==> src/rtl/mfs_pkg.sv <==
package mfs_pkg;

  typedef enum logic [1:0] {LN_1 = 2'd0, LN_2 = 2'd1, LN_4 = 2'd2} lanes_t;
  typedef enum logic [1:0] {PH_CMD = 2'd0, PH_ADDR = 2'd1, PH_DATA = 2'd2} phase_t;

  typedef struct packed {
    logic   ok;
    logic   has_addr;
    logic   rd;
    lanes_t lanes;
  } op_info_t;

  // Built-in opcode table
  function automatic op_info_t op_lookup(input logic [7:0] op);
    op_info_t r;
    r.ok = 1'b1;
    r.has_addr = 1'b0;
    r.rd = 1'b1;
    r.lanes = LN_1;
    case (op)
      8'h03, 8'h0B: r.has_addr = 1'b1;
      8'h3B: begin r.has_addr = 1'b1; r.lanes = LN_2; end
      8'h6B: begin r.has_addr = 1'b1; r.lanes = LN_4; end
      8'h05, 8'h9F: r.rd = 1'b1;
      8'h06: r.rd = 1'b0;
      8'h02: begin r.has_addr = 1'b1; r.rd = 1'b0; end
      default: r.ok = 1'b0;
    endcase
    return r;
  endfunction

  function automatic logic [3:0] beats_of(input lanes_t l);
    case (l)
      LN_2: return 4'd4;
      LN_4: return 4'd2;
      default: return 4'd8;
    endcase
  endfunction

  function automatic logic [3:0] lane_mask(input lanes_t l);
    case (l)
      LN_2: return 4'b0011;
      LN_4: return 4'b1111;
      default: return 4'b0001;
    endcase
  endfunction

  // Bits presented on IO3..IO0 for the current group (MSB first)
  function automatic logic [3:0] drive_bits(input logic [7:0] b, input lanes_t l);
    case (l)
      LN_2: return {2'b00, b[7:6]};
      LN_4: return b[7:4];
      default: return {3'b000, b[7]};
    endcase
  endfunction

  function automatic logic [7:0] shift_out(input logic [7:0] b, input lanes_t l);
    case (l)
      LN_2: return {b[5:0], 2'b00};
      LN_4: return {b[3:0], 4'b0000};
      default: return {b[6:0], 1'b0};
    endcase
  endfunction

  // Single lane samples IO1; wider modes take the low lanes, highest line = highest bit
  function automatic logic [7:0] shift_in(input logic [7:0] acc, input logic [3:0] io,
                                          input lanes_t l);
    case (l)
      LN_2: return {acc[5:0], io[1:0]};
      LN_4: return {acc[3:0], io[3:0]};
      default: return {acc[6:0], io[1]};
    endcase
  endfunction

  function automatic phase_t phase_of(input int unsigned idx, input logic has_addr,
                                      input int unsigned n_addr);
    if (idx == 0) return PH_CMD;
    if (has_addr && idx <= n_addr) return PH_ADDR;
    return PH_DATA;
  endfunction

endpackage

==> src/rtl/mfs_fifo.sv <==
module mfs_fifo #(
  parameter int W     = 8,
  parameter int DEPTH = 16  // power of two
) (
  input  logic         clk,
  input  logic         rst_n,
  input  logic         clr,
  input  logic         push,
  input  logic [W-1:0] din,
  input  logic         pop,
  output logic [W-1:0] dout,
  output logic         empty,
  output logic         full
);
  localparam int AW = $clog2(DEPTH);

  logic [W-1:0] mem [DEPTH];
  logic [AW-1:0] wp, rp;
  logic [AW:0]   cnt;

  wire do_push = push && !full;
  wire do_pop  = pop && !empty;

  always_ff @(posedge clk or negedge rst_n) begin
    if (!rst_n) begin
      wp  <= '0;
      rp  <= '0;
      cnt <= '0;
    end else if (clr) begin
      wp  <= '0;
      rp  <= '0;
      cnt <= '0;
    end else begin
      if (do_push) wp <= wp + 1'b1;
      if (do_pop)  rp <= rp + 1'b1;
      case ({do_push, do_pop})
        2'b10:   cnt <= cnt + 1'b1;
        2'b01:   cnt <= cnt - 1'b1;
        default: cnt <= cnt;
      endcase
    end
  end

  always_ff @(posedge clk) begin
    if (do_push && !clr) mem[wp] <= din;
  end

  assign dout  = mem[rp];
  assign empty = (cnt == '0);
  assign full  = (cnt == (AW+1)'(DEPTH));
endmodule

==> src/rtl/mfs_lane_shifter.sv <==
module mfs_lane_shifter
  import mfs_pkg::*;
(
  input  logic       clk,
  input  logic       rst_n,
  input  logic       load,
  input  logic [7:0] load_byte,
  input  logic       step,
  input  lanes_t     lanes,
  input  logic [3:0] io_in,
  output logic [3:0] io_bits,
  output logic [7:0] cap_byte
);
  logic [7:0] sh_out, sh_in;

  assign io_bits  = drive_bits(sh_out, lanes);
  assign cap_byte = shift_in(sh_in, io_in, lanes);

  always_ff @(posedge clk or negedge rst_n) begin
    if (!rst_n) begin
      sh_out <= '0;
      sh_in  <= '0;
    end else begin
      if (load)      sh_out <= load_byte;
      else if (step) sh_out <= shift_out(sh_out, lanes);
      if (step)      sh_in  <= cap_byte;
    end
  end
endmodule

==> src/rtl/mio_flash_seq.sv <==
module mio_flash_seq
  import mfs_pkg::*;
#(
  parameter int FIFO_DEPTH = 16,
  parameter int ADDR_BYTES = 3
) (
  input  logic       clk,
  input  logic       rst_n,
  input  logic       clear,
  input  logic       tx_wr,
  input  logic [7:0] tx_data,
  output logic       tx_full,
  input  logic       rx_rd,
  output logic [7:0] rx_data,
  output logic       rx_empty,
  input  logic       start,
  output logic       busy,
  output logic       cmd_err_irq,
  output logic       sclk,
  output logic       cs_n,
  output logic [3:0] io_out,
  output logic [3:0] io_oe,
  input  logic [3:0] io_in
);
  localparam int IDX_W   = $clog2(ADDR_BYTES + 2);
  localparam int IDX_SAT = ADDR_BYTES + 1;

  typedef enum logic {ST_IDLE, ST_RUN} st_t;

  st_t        st;
  logic       ph_hi;
  logic [3:0] beat;
  logic [IDX_W-1:0] bidx;
  op_info_t   info;
  logic       cs_q, irq_q;

  logic       tx_empty, tx_pop, rx_full;
  logic [7:0] tx_q, cap_byte;
  logic [3:0] io_bits;

  // Named events for the checker
  logic   start_ok, launch_ev, reject_ev, step_ev, byte_end, rx_push, more;
  logic   drive;
  phase_t cur_ph;
  lanes_t cur_lanes;
  op_info_t look;

  assign look      = op_lookup(tx_q);
  assign start_ok  = (st == ST_IDLE) && start && !tx_empty;
  assign launch_ev = start_ok && look.ok;
  assign reject_ev = start_ok && !look.ok;

  assign cur_ph    = phase_of(32'(bidx), info.has_addr, ADDR_BYTES);
  assign cur_lanes = (cur_ph == PH_DATA) ? info.lanes : LN_1;
  assign drive     = (cur_ph != PH_DATA) || !info.rd;

  assign step_ev  = (st == ST_RUN) && ph_hi;
  assign byte_end = step_ev && (beat == beats_of(cur_lanes) - 4'd1);
  assign more     = !tx_empty;
  assign rx_push  = byte_end;
  assign tx_pop   = start_ok || (byte_end && more);

  mfs_fifo #(.W(8), .DEPTH(FIFO_DEPTH)) u_txf (
    .clk(clk), .rst_n(rst_n), .clr(clear),
    .push(tx_wr), .din(tx_data), .pop(tx_pop), .dout(tx_q),
    .empty(tx_empty), .full(tx_full)
  );

  mfs_fifo #(.W(8), .DEPTH(FIFO_DEPTH)) u_rxf (
    .clk(clk), .rst_n(rst_n), .clr(clear),
    .push(rx_push), .din(cap_byte), .pop(rx_rd), .dout(rx_data),
    .empty(rx_empty), .full(rx_full)
  );

  mfs_lane_shifter u_shift (
    .clk(clk), .rst_n(rst_n),
    .load(launch_ev || (byte_end && more)), .load_byte(tx_q),
    .step(step_ev), .lanes(cur_lanes), .io_in(io_in),
    .io_bits(io_bits), .cap_byte(cap_byte)
  );

  always_ff @(posedge clk or negedge rst_n) begin
    if (!rst_n) begin
      st    <= ST_IDLE;
      ph_hi <= 1'b0;
      beat  <= '0;
      bidx  <= '0;
      info  <= '0;
      cs_q  <= 1'b1;
      irq_q <= 1'b0;
    end else begin
      if (reject_ev)  irq_q <= 1'b1;
      else if (clear) irq_q <= 1'b0;

      case (st)
        ST_IDLE: begin
          if (launch_ev) begin
            st    <= ST_RUN;
            info  <= look;
            bidx  <= '0;
            beat  <= '0;
            ph_hi <= 1'b0;
            cs_q  <= 1'b0;
          end
        end
        default: begin
          ph_hi <= !ph_hi;
          if (step_ev) begin
            if (byte_end) begin
              beat <= '0;
              if (more) begin
                if (bidx != IDX_W'(IDX_SAT)) bidx <= bidx + 1'b1;
              end else begin
                st   <= ST_IDLE;
                cs_q <= 1'b1;
              end
            end else begin
              beat <= beat + 4'd1;
            end
          end
        end
      endcase
    end
  end

  assign busy        = (st == ST_RUN);
  assign cmd_err_irq = irq_q;
  assign sclk        = ph_hi;
  assign cs_n        = cs_q;
  assign io_oe       = (busy && drive) ? lane_mask(cur_lanes) : 4'b0000;
  assign io_out      = (busy && drive) ? io_bits : 4'b0000;
endmodule

==> config.mk <==
export PLATFORM = sky130hd
export DESIGN_NAME = mio_flash_seq
export DESIGN_NICKNAME = d
export VERILOG_FILES = /design/src/rtl/mfs_pkg.sv /design/src/rtl/mfs_fifo.sv /design/src/rtl/mfs_lane_shifter.sv /design/src/rtl/mio_flash_seq.sv
export SDC_FILE = /design/constraint.sdc
export NUM_CORES = 1
export LEC_CHECK = 0
export ABC_AREA = 1
export BUFFER_PORTS_ARGS = -buffer_cell sky130_fd_sc_hd__buf_2
export CAP_MARGIN = 30
export CORE_AREA = 3 3 181 183
export DETAILED_ROUTE_END_ITERATION = 10
export DIE_AREA = 0 0 184 186
export SETUP_SLACK_MARGIN = 0.3
export SLEW_MARGIN = 10
export SYNTH_ARGS = -nofsm -noshare
export SYNTH_HDL_FRONTEND = slang
export SYNTH_SLANG_ARGS = --single-unit
==> constraint.sdc <==
create_clock -name clk -period 8.9 [get_ports clk]
set_input_delay 0.445 -clock clk [delete_from_list [all_inputs] [get_ports clk]]
set_output_delay 0.445 -clock clk [all_outputs]
set_load 0.02 [all_outputs]
==> out/results.tsv <==
metric	value	unit
status	complete, no violations	
gp_congestion	0.8618	
rsz0062_at_grt	no	
leakagePower	0.006383	uW
vias	9670	
pin_count	40	
yosysSeqAreaShare	0.6473	
period_minus_slack	4.498	ns
ys_top_cells_by_area	edfxtp_1, dfrtp_1, nand2_1	
globalRouteMet1Util	0.2465	
clkPwrFrac	0.320	
swShare	0.3394	
die_h	186	um
worst_path_largest_cell_delay	0.50	ns
area_growth	12.37	%
grt_max_degree	68	
synth_nets	1414	
nNetsFinal	1450	
clk_pin_slew	0.06	ns
comb_power_share	0.277	
crit_arrival	4.88	ns
clock_tree.buffer_depth	3	
die-area	34220	um^2
syn_avg_cell_area	10.23	um^2
clock.fmax	0.2223	GHz
grt_busiest_layer	met2	
clkLatencyLatePin	0.51	ns
root_buffer	clkbuf_16	
path_max_fanout	8	
grt_pass1_wl	51.03	mm
wl	31.76	mm
whs	0.08942	ns
tightest_slew	0.9615	ns
io_buffers	39	
cp.required	9.29	ns
fin_cells	1838	
grt_pass1_vias	9492	
path_cells	inv_1 > ha_1 > a21oi_1 > a2bb2oi_1 > inv_1 > nor2_1 > inv_1 > ha_1 > xor2_1 > a21oi_1 > and2_2 > inv_1 > a21oi_1 > inv_1 > nand2_1 > inv_1 > ha_1 > nand2_1 > o21ai_0 > xor2_1 > nor2_1 > a21oi_1 > a21oi_1	
hold_viol	0	
crit_top_cell	inv_1	
antenna_found_initial	0	
p_seq_frac	0.403	
syn-instance-count	1373	
dr.pass1.iters	5	
hold_class	in -> async	
clock-sinks	312	
grtUsageMet2	0.3260	
cts_made_buffers	35	
synth_seq_cells	312	
cts_resized	0	
final_util	0.5026	
worstSetupStartpointType	flop	
critPathBufInv	6	
fin_setup_tns	0	ns
die_x	184	um
antenna-diode-count	0	
finClkSkew	0.01965	ns
cts_tree	built	
ys_types	37	
yosysWarnings	0	
grt_use_met3	0.03342	
postCtsHoldBufs	0	
post-route-period-util	0.5054	
start_util	0.4473	
layout-drive-gt1-share	0.09540	
peakVddDrop	204.6	uV
switchingPower	1502	uW
placedCellCount	1772	
intPower	2924	uW
cts_max_level	2	
yosys.area.top_type_share	0.5474	
p_per_area	280.5	nW/um^2
setup_viol	0	
crit_family	compound AO/OA/AOI/OAI gates	
netlist_area	14040	um^2
yosysTopAreaCell	edfxtp_1	
drt_iter0_markers	587	
drv_slew	0	
drc	0	
coreArea	31390	um^2
cp_slowest_cell	a21oi_1	
rows	65	
final_antenna_net_count	0	
crit_path_end_kind	flop	
worst-setup-path-type	reg -> reg	
max_cap_violations	0	
track_usage	0.1878	
dp_hpwl	19.77	mm
routedWlPerCell	17.28	um
post_cts_buffers	0	
overflow	0	
avgViaCountPerCell	5.261	
max_slew_margin	0.3566	
==> power by group through the flow <==
| stage | Clock, uW | Combinational (uW) | Sequential [uW] |
|---|---|---|---|
| CTS | 1440 | 1230 | 1780 |
| global placement | 0 | 1180 | 1820 |
| global route | 1500 | 1390 | 1790 |
| floorplan | 0 | 847 | 1810 |
| detailed placement | 0 | 1220 | 1810 |
| finish | 1420 | 1230 | 1780 |
==> flip-flops by register name, indices dropped and copies added (netlist names), 5 cells and up <==
| name | cells |
|---|---|
| u_rxf.cnt | 5 |
| u_rxf.mem | 128 |
| u_shift.sh_in | 7 |
| u_shift.sh_out | 8 |
| u_txf.cnt | 5 |
| u_txf.mem | 128 |
==> cell families (layout without fill, tap and decap cells) <==
logic type | after synthesis | in the layout | share of synthesized area
xor+xnor | 8 | 8 | 0.004990
buf+inv | 225 | 288 | 0.06522
compound gates | 190 | 190 | 0.08046
flops | 312 | 312 | 0.6473
fa+ha+maj | 23 | 23 | 0.02103
simple gates | 615 | 615 | 0.1810
==> placed cells by master (no fill, tap or decap), drive strengths merged <==
master	count
a211oi	1
a21oi	18
a2bb2oi	1
a32oi	2
and2	2
buf	58
bufinv	3
clkbuf	44
clkinv	20
dfrtp	55
dfstp	1
edfxtp	256
fa	1
ha	22
inv	163
nand2	331
nand3	137
nand4	2
nor2	129
nor3	12
nor4	2
o211ai	11
o21a	1
o21ai	109
o21bai	1
o221ai	30
o22ai	16
xnor2	2
xor2	6
==> per-layer routing <==
metal	routed length [um]	vias to the layer above	share of wire
li1	-	4732	-
met1	14090	4649	0.44
met2	15600	249	0.49
met3	1523	40	0.048
met4	537	0	0.017
met5	0	-	0
==> path summary, 6_finish.rpt <==
path | slack, ns | startpoint | cells after the start | to
hold reg to reg | 0.47 | cs_n | 2 | cs_n
hold / removal | 0.09 | rst_n | 2 | u_shift.sh_in[1]
max in group asynchronous | 8.24 | rst_n | 2 | u_txf.rp[0]
setup reg to reg | 4.40 | bidx[0] | 23 | u_rxf.cnt[4]
setup / recovery | 4.40 | bidx[0] | 23 | u_rxf.cnt[4]
min in group clk | 0.32 | clear | 2 | u_rxf.cnt[4]
==> cell usage after synthesis, drive strengths merged <==
cell type and n:
a211oi 1, a21oi 18, a2bb2oi 1, a32oi 2
and2 2, buf 25, clkbuf 34, clkinv 4
dfrtp 55, dfstp 1, edfxtp 256, fa 1
ha 22, inv 162, nand2 331, nand3 137
nand4 2, nor2 129, nor3 12, nor4 2
o211ai 11, o21a 1, o21ai 109, o21bai 1
o221ai 30, o22ai 16, xnor2 2, xor2 6
==> metrics by stage <==
step / total power, uW / worst slack, ns / instance area [um^2]
floorplan: 2652 / 5.097 / 14040
global placement: 3003 / 4.705 / 14580
detailed placement: 3032 / 4.447 / 14600
CTS: 4452 / 4.386 / 15740
global route: 4683 / 3.892 / 15780
finish: 4427 / 4.402 / 15780
==> cell type report <==
cell class | count | area [um^2]
Fill cell | 2839 | 15610
Sequential cell | 312 | 9092
Multi-Input combinational cell | 836 | 4043
Clock buffer | 44 | 950.9
Inverter | 166 | 623.1
Tap cell | 402 | 503.0
Timing Repair Buffer | 58 | 377.9
Clock inverter | 20 | 188.9
(Power assumes the default switching activity.)
